--- src/rtl/uart_mvote_pkg.sv ---
// Shared types for the majority-vote frame receiver.
package uart_mvote_pkg;
    // Receive control states: waiting for an edge, judging start, collecting bits
    typedef enum logic [1:0] {
        RX_IDLE  = 2'd0,
        RX_START = 2'd1,
        RX_BITS  = 2'd2
    } rx_state_e;
endpackage

--- src/rtl/rx_line_sync.sv ---
// Synchronizes the asynchronous serial line and reports a high-to-low
// transition seen between two consecutive sample ticks.
// Assumes: tick is a one-cycle enable; the line idles high.
module rx_line_sync #(
    parameter int STAGES = 2
) (
    input  logic clk,
    input  logic rst_n,
    input  logic tick,
    input  logic line_in,
    output logic line_s,
    output logic fall
);
    logic [STAGES-1:0] chain;
    logic              prev_q;

    // Metastability chain, reset to the idle level
    always_ff @(posedge clk) begin
        if (!rst_n) chain <= '1;
        else        chain <= {chain[STAGES-2:0], line_in};
    end

    assign line_s = chain[STAGES-1];

    // Line value at the previous sample tick
    always_ff @(posedge clk) begin
        if (!rst_n)    prev_q <= 1'b1;
        else if (tick) prev_q <= line_s;
    end

    assign fall = tick && prev_q && !line_s;
endmodule

--- src/rtl/rx_bit_voter.sv ---
// Phase counter over one bit period plus a three-sample majority voter.
// The counter restarts on 'restart' (phase 0) and advances on each tick
// while 'active'. A bit is decided at the third sample point.
// Assumes: OVERSAMPLE >= 4 so the three sample points fit in the period.
module rx_bit_voter #(
    parameter int OVERSAMPLE = 16
) (
    input  logic clk,
    input  logic rst_n,
    input  logic tick,
    input  logic restart,
    input  logic active,
    input  logic line_s,
    output logic bit_valid,
    output logic bit_val
);
    localparam int CNT_W = $clog2(OVERSAMPLE);
    localparam int MID   = OVERSAMPLE / 2;
    localparam logic [CNT_W-1:0] PH_A    = CNT_W'(MID - 1);
    localparam logic [CNT_W-1:0] PH_B    = CNT_W'(MID);
    localparam logic [CNT_W-1:0] PH_C    = CNT_W'(MID + 1);
    localparam logic [CNT_W-1:0] PH_LAST = CNT_W'(OVERSAMPLE - 1);

    logic [CNT_W-1:0] phase_q;
    logic             samp_a_q;
    logic             samp_b_q;

    // Phase within the bit period, realigned on every detected start edge
    always_ff @(posedge clk) begin
        if (!rst_n)                phase_q <= '0;
        else if (restart)          phase_q <= '0;
        else if (tick && active)   phase_q <= (phase_q == PH_LAST) ? '0 : phase_q + 1'b1;
    end

    // Capture the first two of the three votes
    always_ff @(posedge clk) begin
        if (!rst_n) begin
            samp_a_q <= 1'b1;
            samp_b_q <= 1'b1;
        end else if (tick && active) begin
            if (phase_q == PH_A) samp_a_q <= line_s;
            if (phase_q == PH_B) samp_b_q <= line_s;
        end
    end

    assign bit_valid = tick && active && !restart && (phase_q == PH_C);
    assign bit_val   = (samp_a_q & samp_b_q) | (samp_a_q & line_s) | (samp_b_q & line_s);
endmodule

--- src/rtl/rx_frame_ctl.sv ---
// Frame control: start-bit qualification, the all-ones preloaded shift
// register that marks end of frame, and the gated commit to the outputs.
// Assumes: bit_valid pulses once per bit period while busy.
module rx_frame_ctl
    import uart_mvote_pkg::*;
#(
    parameter int DATA_W = 8
) (
    input  logic              clk,
    input  logic              rst_n,
    input  logic              fall,
    input  logic              bit_valid,
    input  logic              bit_val,
    input  logic              mp_filter,
    input  logic              ready_clr,
    output logic              frame_start,
    output logic              busy,
    output logic [DATA_W-1:0] data_o,
    output logic              stop_o,
    output logic              ready_o
);
    localparam int SR_W = DATA_W + 1;

    rx_state_e         state_q;
    logic [SR_W-1:0]   shreg_q;
    logic [SR_W-1:0]   last_word;
    logic [DATA_W-1:0] last_data;
    logic              last_bit;
    logic              commit_ok;

    assign frame_start = (state_q == RX_IDLE) && fall;
    assign busy        = (state_q != RX_IDLE);
    assign last_bit    = (state_q == RX_BITS) && bit_valid && !shreg_q[SR_W-1];
    assign last_word   = {shreg_q[SR_W-2:0], bit_val};
    assign commit_ok   = last_bit && !ready_o && (!mp_filter || bit_val);

    // Oldest data bit sits highest in the word: reverse into byte order
    for (genvar i = 0; i < DATA_W; i++) begin : g_rev
        assign last_data[i] = last_word[SR_W-1-i];
    end

    // Sequencing: idle, start judgement, bit collection
    always_ff @(posedge clk) begin
        if (!rst_n) begin
            state_q <= RX_IDLE;
        end else begin
            case (state_q)
                RX_IDLE:  if (fall) state_q <= RX_START;
                RX_START: if (bit_valid) state_q <= bit_val ? RX_IDLE : RX_BITS;
                RX_BITS:  if (last_bit) state_q <= RX_IDLE;
                default:  state_q <= RX_IDLE;
            endcase
        end
    end

    // Shift register: preloaded with ones, bits enter at the right
    always_ff @(posedge clk) begin
        if (!rst_n)                                 shreg_q <= '1;
        else if (frame_start)                       shreg_q <= '1;
        else if (busy && bit_valid && !last_bit)    shreg_q <= {shreg_q[SR_W-2:0], bit_val};
    end

    // Output registers, written only by a successful commit
    always_ff @(posedge clk) begin
        if (!rst_n) begin
            data_o <= '0;
            stop_o <= 1'b0;
        end else if (commit_ok) begin
            data_o <= last_data;
            stop_o <= bit_val;
        end
    end

    // Ready flag: set by commit, cleared by the consumer
    always_ff @(posedge clk) begin
        if (!rst_n)         ready_o <= 1'b0;
        else if (commit_ok) ready_o <= 1'b1;
        else if (ready_clr) ready_o <= 1'b0;
    end


    ready_hold_chk: assert property (@(posedge clk) disable iff (!rst_n)
        (ready_o && !ready_clr) |=> ready_o);

    ready_clr_chk: assert property (@(posedge clk) disable iff (!rst_n)
        (ready_o && ready_clr) |=> !ready_o);

    data_stable_chk: assert property (@(posedge clk) disable iff (!rst_n)
        !$rose(ready_o) |-> ($stable(data_o) && $stable(stop_o)));

    filter_gate_chk: assert property (@(posedge clk) disable iff (!rst_n)
        $rose(ready_o) |-> (stop_o || !$past(mp_filter)));

    false_start_chk: assert property (@(posedge clk) disable iff (!rst_n)
        (state_q == RX_START && bit_valid && bit_val) |=> (state_q == RX_IDLE));
endmodule

--- src/rtl/uart_mvote_rx.sv ---
// Top of the majority-vote frame receiver: synchronizer and edge detector,
// bit-phase voter, and frame control.
// Assumes: tick_16x pulses OVERSAMPLE times per bit period.
module uart_mvote_rx #(
    parameter int DATA_W      = 8,
    parameter int OVERSAMPLE  = 16,
    parameter int SYNC_STAGES = 2
) (
    input  logic              clk,
    input  logic              rst_n,
    input  logic              tick_16x,
    input  logic              rx_line,
    input  logic              mp_filter,
    input  logic              ready_clr,
    output logic [DATA_W-1:0] rx_data,
    output logic              rx_stop,
    output logic              rx_ready
);
    logic line_s;
    logic fall;
    logic frame_start;
    logic busy;
    logic bit_valid;
    logic bit_val;

    rx_line_sync #(.STAGES(SYNC_STAGES)) u_sync (
        .clk     (clk),
        .rst_n   (rst_n),
        .tick    (tick_16x),
        .line_in (rx_line),
        .line_s  (line_s),
        .fall    (fall)
    );

    rx_bit_voter #(.OVERSAMPLE(OVERSAMPLE)) u_voter (
        .clk       (clk),
        .rst_n     (rst_n),
        .tick      (tick_16x),
        .restart   (frame_start),
        .active    (busy),
        .line_s    (line_s),
        .bit_valid (bit_valid),
        .bit_val   (bit_val)
    );

    rx_frame_ctl #(.DATA_W(DATA_W)) u_ctl (
        .clk         (clk),
        .rst_n       (rst_n),
        .fall        (fall),
        .bit_valid   (bit_valid),
        .bit_val     (bit_val),
        .mp_filter   (mp_filter),
        .ready_clr   (ready_clr),
        .frame_start (frame_start),
        .busy        (busy),
        .data_o      (rx_data),
        .stop_o      (rx_stop),
        .ready_o     (rx_ready)
    );
endmodule

--- config.mk ---
export PLATFORM = sky130hd
export DESIGN_NAME = uart_mvote_rx
export DESIGN_NICKNAME = d
export VERILOG_FILES = /design/src/rtl/uart_mvote_pkg.sv /design/src/rtl/rx_line_sync.sv /design/src/rtl/rx_bit_voter.sv /design/src/rtl/rx_frame_ctl.sv /design/src/rtl/uart_mvote_rx.sv
export SDC_FILE = /design/constraint.sdc
export NUM_CORES = 1
export LEC_CHECK = 0
export ABC_AREA = 1
export ABC_CLOCK_PERIOD_IN_PS = 2800
export BUFFER_PORTS_ARGS = -buffer_cell sky130_fd_sc_hd__buf_2
export CELL_PAD_IN_SITES_DETAIL_PLACEMENT = 1
export CELL_PAD_IN_SITES_GLOBAL_PLACEMENT = 1
export CORE_MARGIN = 5
export CORE_UTILIZATION = 45
export DETAILED_ROUTE_END_ITERATION = 10
export PLACE_DENSITY_LB_ADDON = 0.1
export SYNTH_ARGS = -nofsm -noshare
export SYNTH_HDL_FRONTEND = slang
export SYNTH_SLANG_ARGS = --single-unit
--- constraint.sdc ---
create_clock -name clk -period 2.8 [get_ports clk]
set_clock_uncertainty 0.1 [all_clocks]
set_input_delay 0.84 -clock clk [delete_from_list [all_inputs] [get_ports clk]]
set_output_delay 0.84 -clock clk [all_outputs]
set_load 0.05 [all_outputs]
==> impl_results.md <==
- Layout cell share with drive strength beyond 1: 29.02%
- Cell with the most instances after synthesis: dfxtp_1
- Design Area, Final: 1593 sq um
- Number of warnings issued by yosys: 0
- Vias in the first global route: 1152
- Worst R2R Path Depth: 8
- RSZ-0062 raised after global routing: false
- Global-route usage over all layers: 16.18%
- Final #Nets: 201
- Crit-path max FO: 2
- Crit path time final: 1.903 ns
- Clock-pin transition on the worst setup and hold timing paths: 0.09 ns
- Max-Cap Viols: 0
- Yosys top cell by area: dfxtp_1
- Pre-Repair DR Iteration Count: 2
- Worst setup endpoint: rx_data[1]
- Peak VDD IR: 0.0002095 V
- Final setup fails: 0
- Number of flops mapped to enable cells by yosys: 0
- Post-CTS sizing: 0
- Total wire length: 2.982 mm
- Worst r2r src: u_voter.phase_q[0]$_SDFFE_PP0P_
- Post-route DRC: 0
- Register bit total from synthesis: 30
- Routed vias: 1147
- PortBufs: 15
- H-tree Lvls: 2
- PwrDens: 466.2 nW/um^2
- Total negative slack: 0 ns
- Status: completed
- Min-Delay Path Class: reg -> reg
- Drt via density: 4.840
- Worst EP arrival: 0.96 ns
- HPWL after detailed placement: 2.286 mm
- Final Hold Fails: 0
- Flop2flop setup slack: 1.18 ns
- Post-synthesis async set-or-reset flop share: 0%
- Area of the die: 4406 sq um
- Slew margin rel.: 75.92%
- Area Growth Syn to Fin: 11.37%
- Initial Utilization: 46.84%
- Family with the most delay on the worst path: flip-flops
- Mean Syn Cell Area: 8.219 sq um
- CP bufs+invs: 1
- Post-DR wirelength/cell: 12.58 um
- RePlAce Congestion: 0.7551
- Crit path required time: 1.86 ns
- Cell breakdown of the critical path: buf_2
- Ranking of synthesized cells by area: dfxtp_1, nand2_1, nand4_1
- Static leakage: 0.7691 nW
- Critical path type: reg -> out
- Reg-to-Reg End: u_ctl.data_o[1]$_SDFFE_PN0P_
- Initial antenna violation count: 0
- Worst path max stage delay: 0.36 ns
- Post-Place Cell Area: 1533 sq um
- Antenna-violating nets left: 0
- # rows: 20
- Post-synth top flop: dfxtp_1
- Number of setup buffers added after CTS: 0
- Share of the synthesized area in the top cell type: 41.99%
- Crit path launch type: flop
- Diode count: 0
- Die W: 66.38 um
- Grt total ovfl: 0
- Hold_buf cts: 0
- Tcrit/Tclk final: 67.98%
- Worst-Margin Slew: 0.3608 ns
- Max Fclk: 0.5254 GHz
- Num CTS Buffers: 5
- Chip height: 66.38 um
- Iter 0 DRT Violations: 40
- Slew Limit Fails: 0
- Cell count after synthesis: 174
- Syn Nets: 183
- Critical Path End Type: output pin
- CP Depth: 1
- Pin count of the biggest net entering global routing: 18
- Clock tree root buffer cell: clkbuf_4
- Commonest cells in the netlist: dfxtp_1, nand2_1, inv_1, nor2_1
- Post-synthesis sequential area ratio: 41.99%
- Clk Latency, worst-skew pair: 0.33 ns
- Post-Syn Area: 1430 sq um
- Max Root-Sink Buffers: 2
- Clock sinks: 30
- Distinct cell type count after synthesis: 29
- First-pass GRT wire length: 5.395 mm
- CTS tree: yes
- CP startpoint: u_ctl.data_o[1]$_SDFFE_PN0P_
- Ports: 16
- Core area: 3053 sq um
- Crit-path slowest cell: dfxtp_1
[where the power goes]
group | switching, mW | leakage (nW) | total, mW | internal, mW
clock | 0.146 | 0.0353 | 0.268 | 0.121
combinational | 0.0266 | 0.491 | 0.0396 | 0.0129
sequential | 0.00470 | 0.243 | 0.435 | 0.431
[placed cells by master (no fill, tap or decap), types with 2 or more instances in the layout]
cell       n
nand2_4    3
ha_1       3
inv_1     18
nor2_2    11
a21oi_1   12
nand2_2    3
nand2_1   22
inv_2      4
or2_2      2
nor2_4     2
nor2_1    18
clkbuf_4   5
o21ai_1   12
nand3_4    2
nand4_1   11
nand3_1    5
dfxtp_1   30
buf_2     15
o21ai_0    2
nor2_8     3
[cell families (layout without fill, tap and decap cells)]
logic type      after synthesis  in the layout  synth area share (%)
xor+xnor                      1              1                0.6125
buf+inv                      27             46                 8.136
fa+ha+maj                     3              3                 2.625
flops                        30             30                 42.00
compound gates               29             29                 10.85
simple gates                 84             84                 35.78
[worst min path at each step]
stage	start	endpoint	slack, ns	depth (start not counted)
2_1_floorplan	u_sync.chain[0]$_SDFF_PN1_	u_sync.chain[1]$_SDFF_PN1_	0.29	1
3_3_place_gp	u_sync.chain[0]$_SDFF_PN1_	u_sync.chain[1]$_SDFF_PN1_	0.30	1
4_1_cts	u_sync.chain[0]$_SDFF_PN1_	u_sync.chain[1]$_SDFF_PN1_	0.33	1
3_5_place_dp	u_sync.chain[0]$_SDFF_PN1_	u_sync.chain[1]$_SDFF_PN1_	0.30	1
5_1_grt	u_sync.chain[0]$_SDFF_PN1_	u_sync.chain[1]$_SDFF_PN1_	0.35	1
6_report	u_sync.chain[0]$_SDFF_PN1_	u_sync.chain[1]$_SDFF_PN1_	0.32	1
[area by class of cell]
class,count,area (sq um)
Sequential cell,30,600.6
Fill cell,406,1460
Tap cell,44,55.05
Inverter,23,88.84
Clock buffer,7,55.05
Clock inverter,1,5.005
Multi-Input combinational cell,117,713.2
Timing Repair Buffer,15,75.07
[flip-flops by register name, summed over array words and instances, names as in the netlist]
register	count
u_ctl.shreg_q	9
u_ctl.ready_o	1
u_voter.samp_b_q	1
u_sync.chain	2
u_sync.prev_q	1
u_voter.phase_q	4
u_ctl.data_o	8
u_voter.samp_a_q	1
u_ctl.stop_o	1
u_ctl.state_q	2
[per-stage QoR]
| step | hold slack (ns) | utilization [%] | power [mW] | std cells | setup WS, ns |
|---|---|---|---|---|---|
| final | 0.3247 | 52.17 | 0.7426 | 237 | 0.8966 |
| after global placement | 0.3029 | 50.20 | 0.4832 | 229 | 0.8596 |
| after floorplan | 0.2925 | - | 0.4726 | 174 | 1.096 |
| after global routing | 0.3502 | 52.17 | 0.7894 | 237 | 0.8248 |
| after detailed placement | 0.3033 | 50.20 | 0.4850 | 229 | 0.8247 |
| after CTS | 0.3315 | 52.17 | 0.7581 | 237 | 0.8681 |
[layer usage]
layer / share of wire [%] / GRT usage [%]
met1: 50 / 21.34
met2: 44 / 24.78
met3: 3.4 / 4.592
met4: 1.7 / 6.091
met5: 0 / 0
No activity file was read; power rests on OpenSTA's default activity.
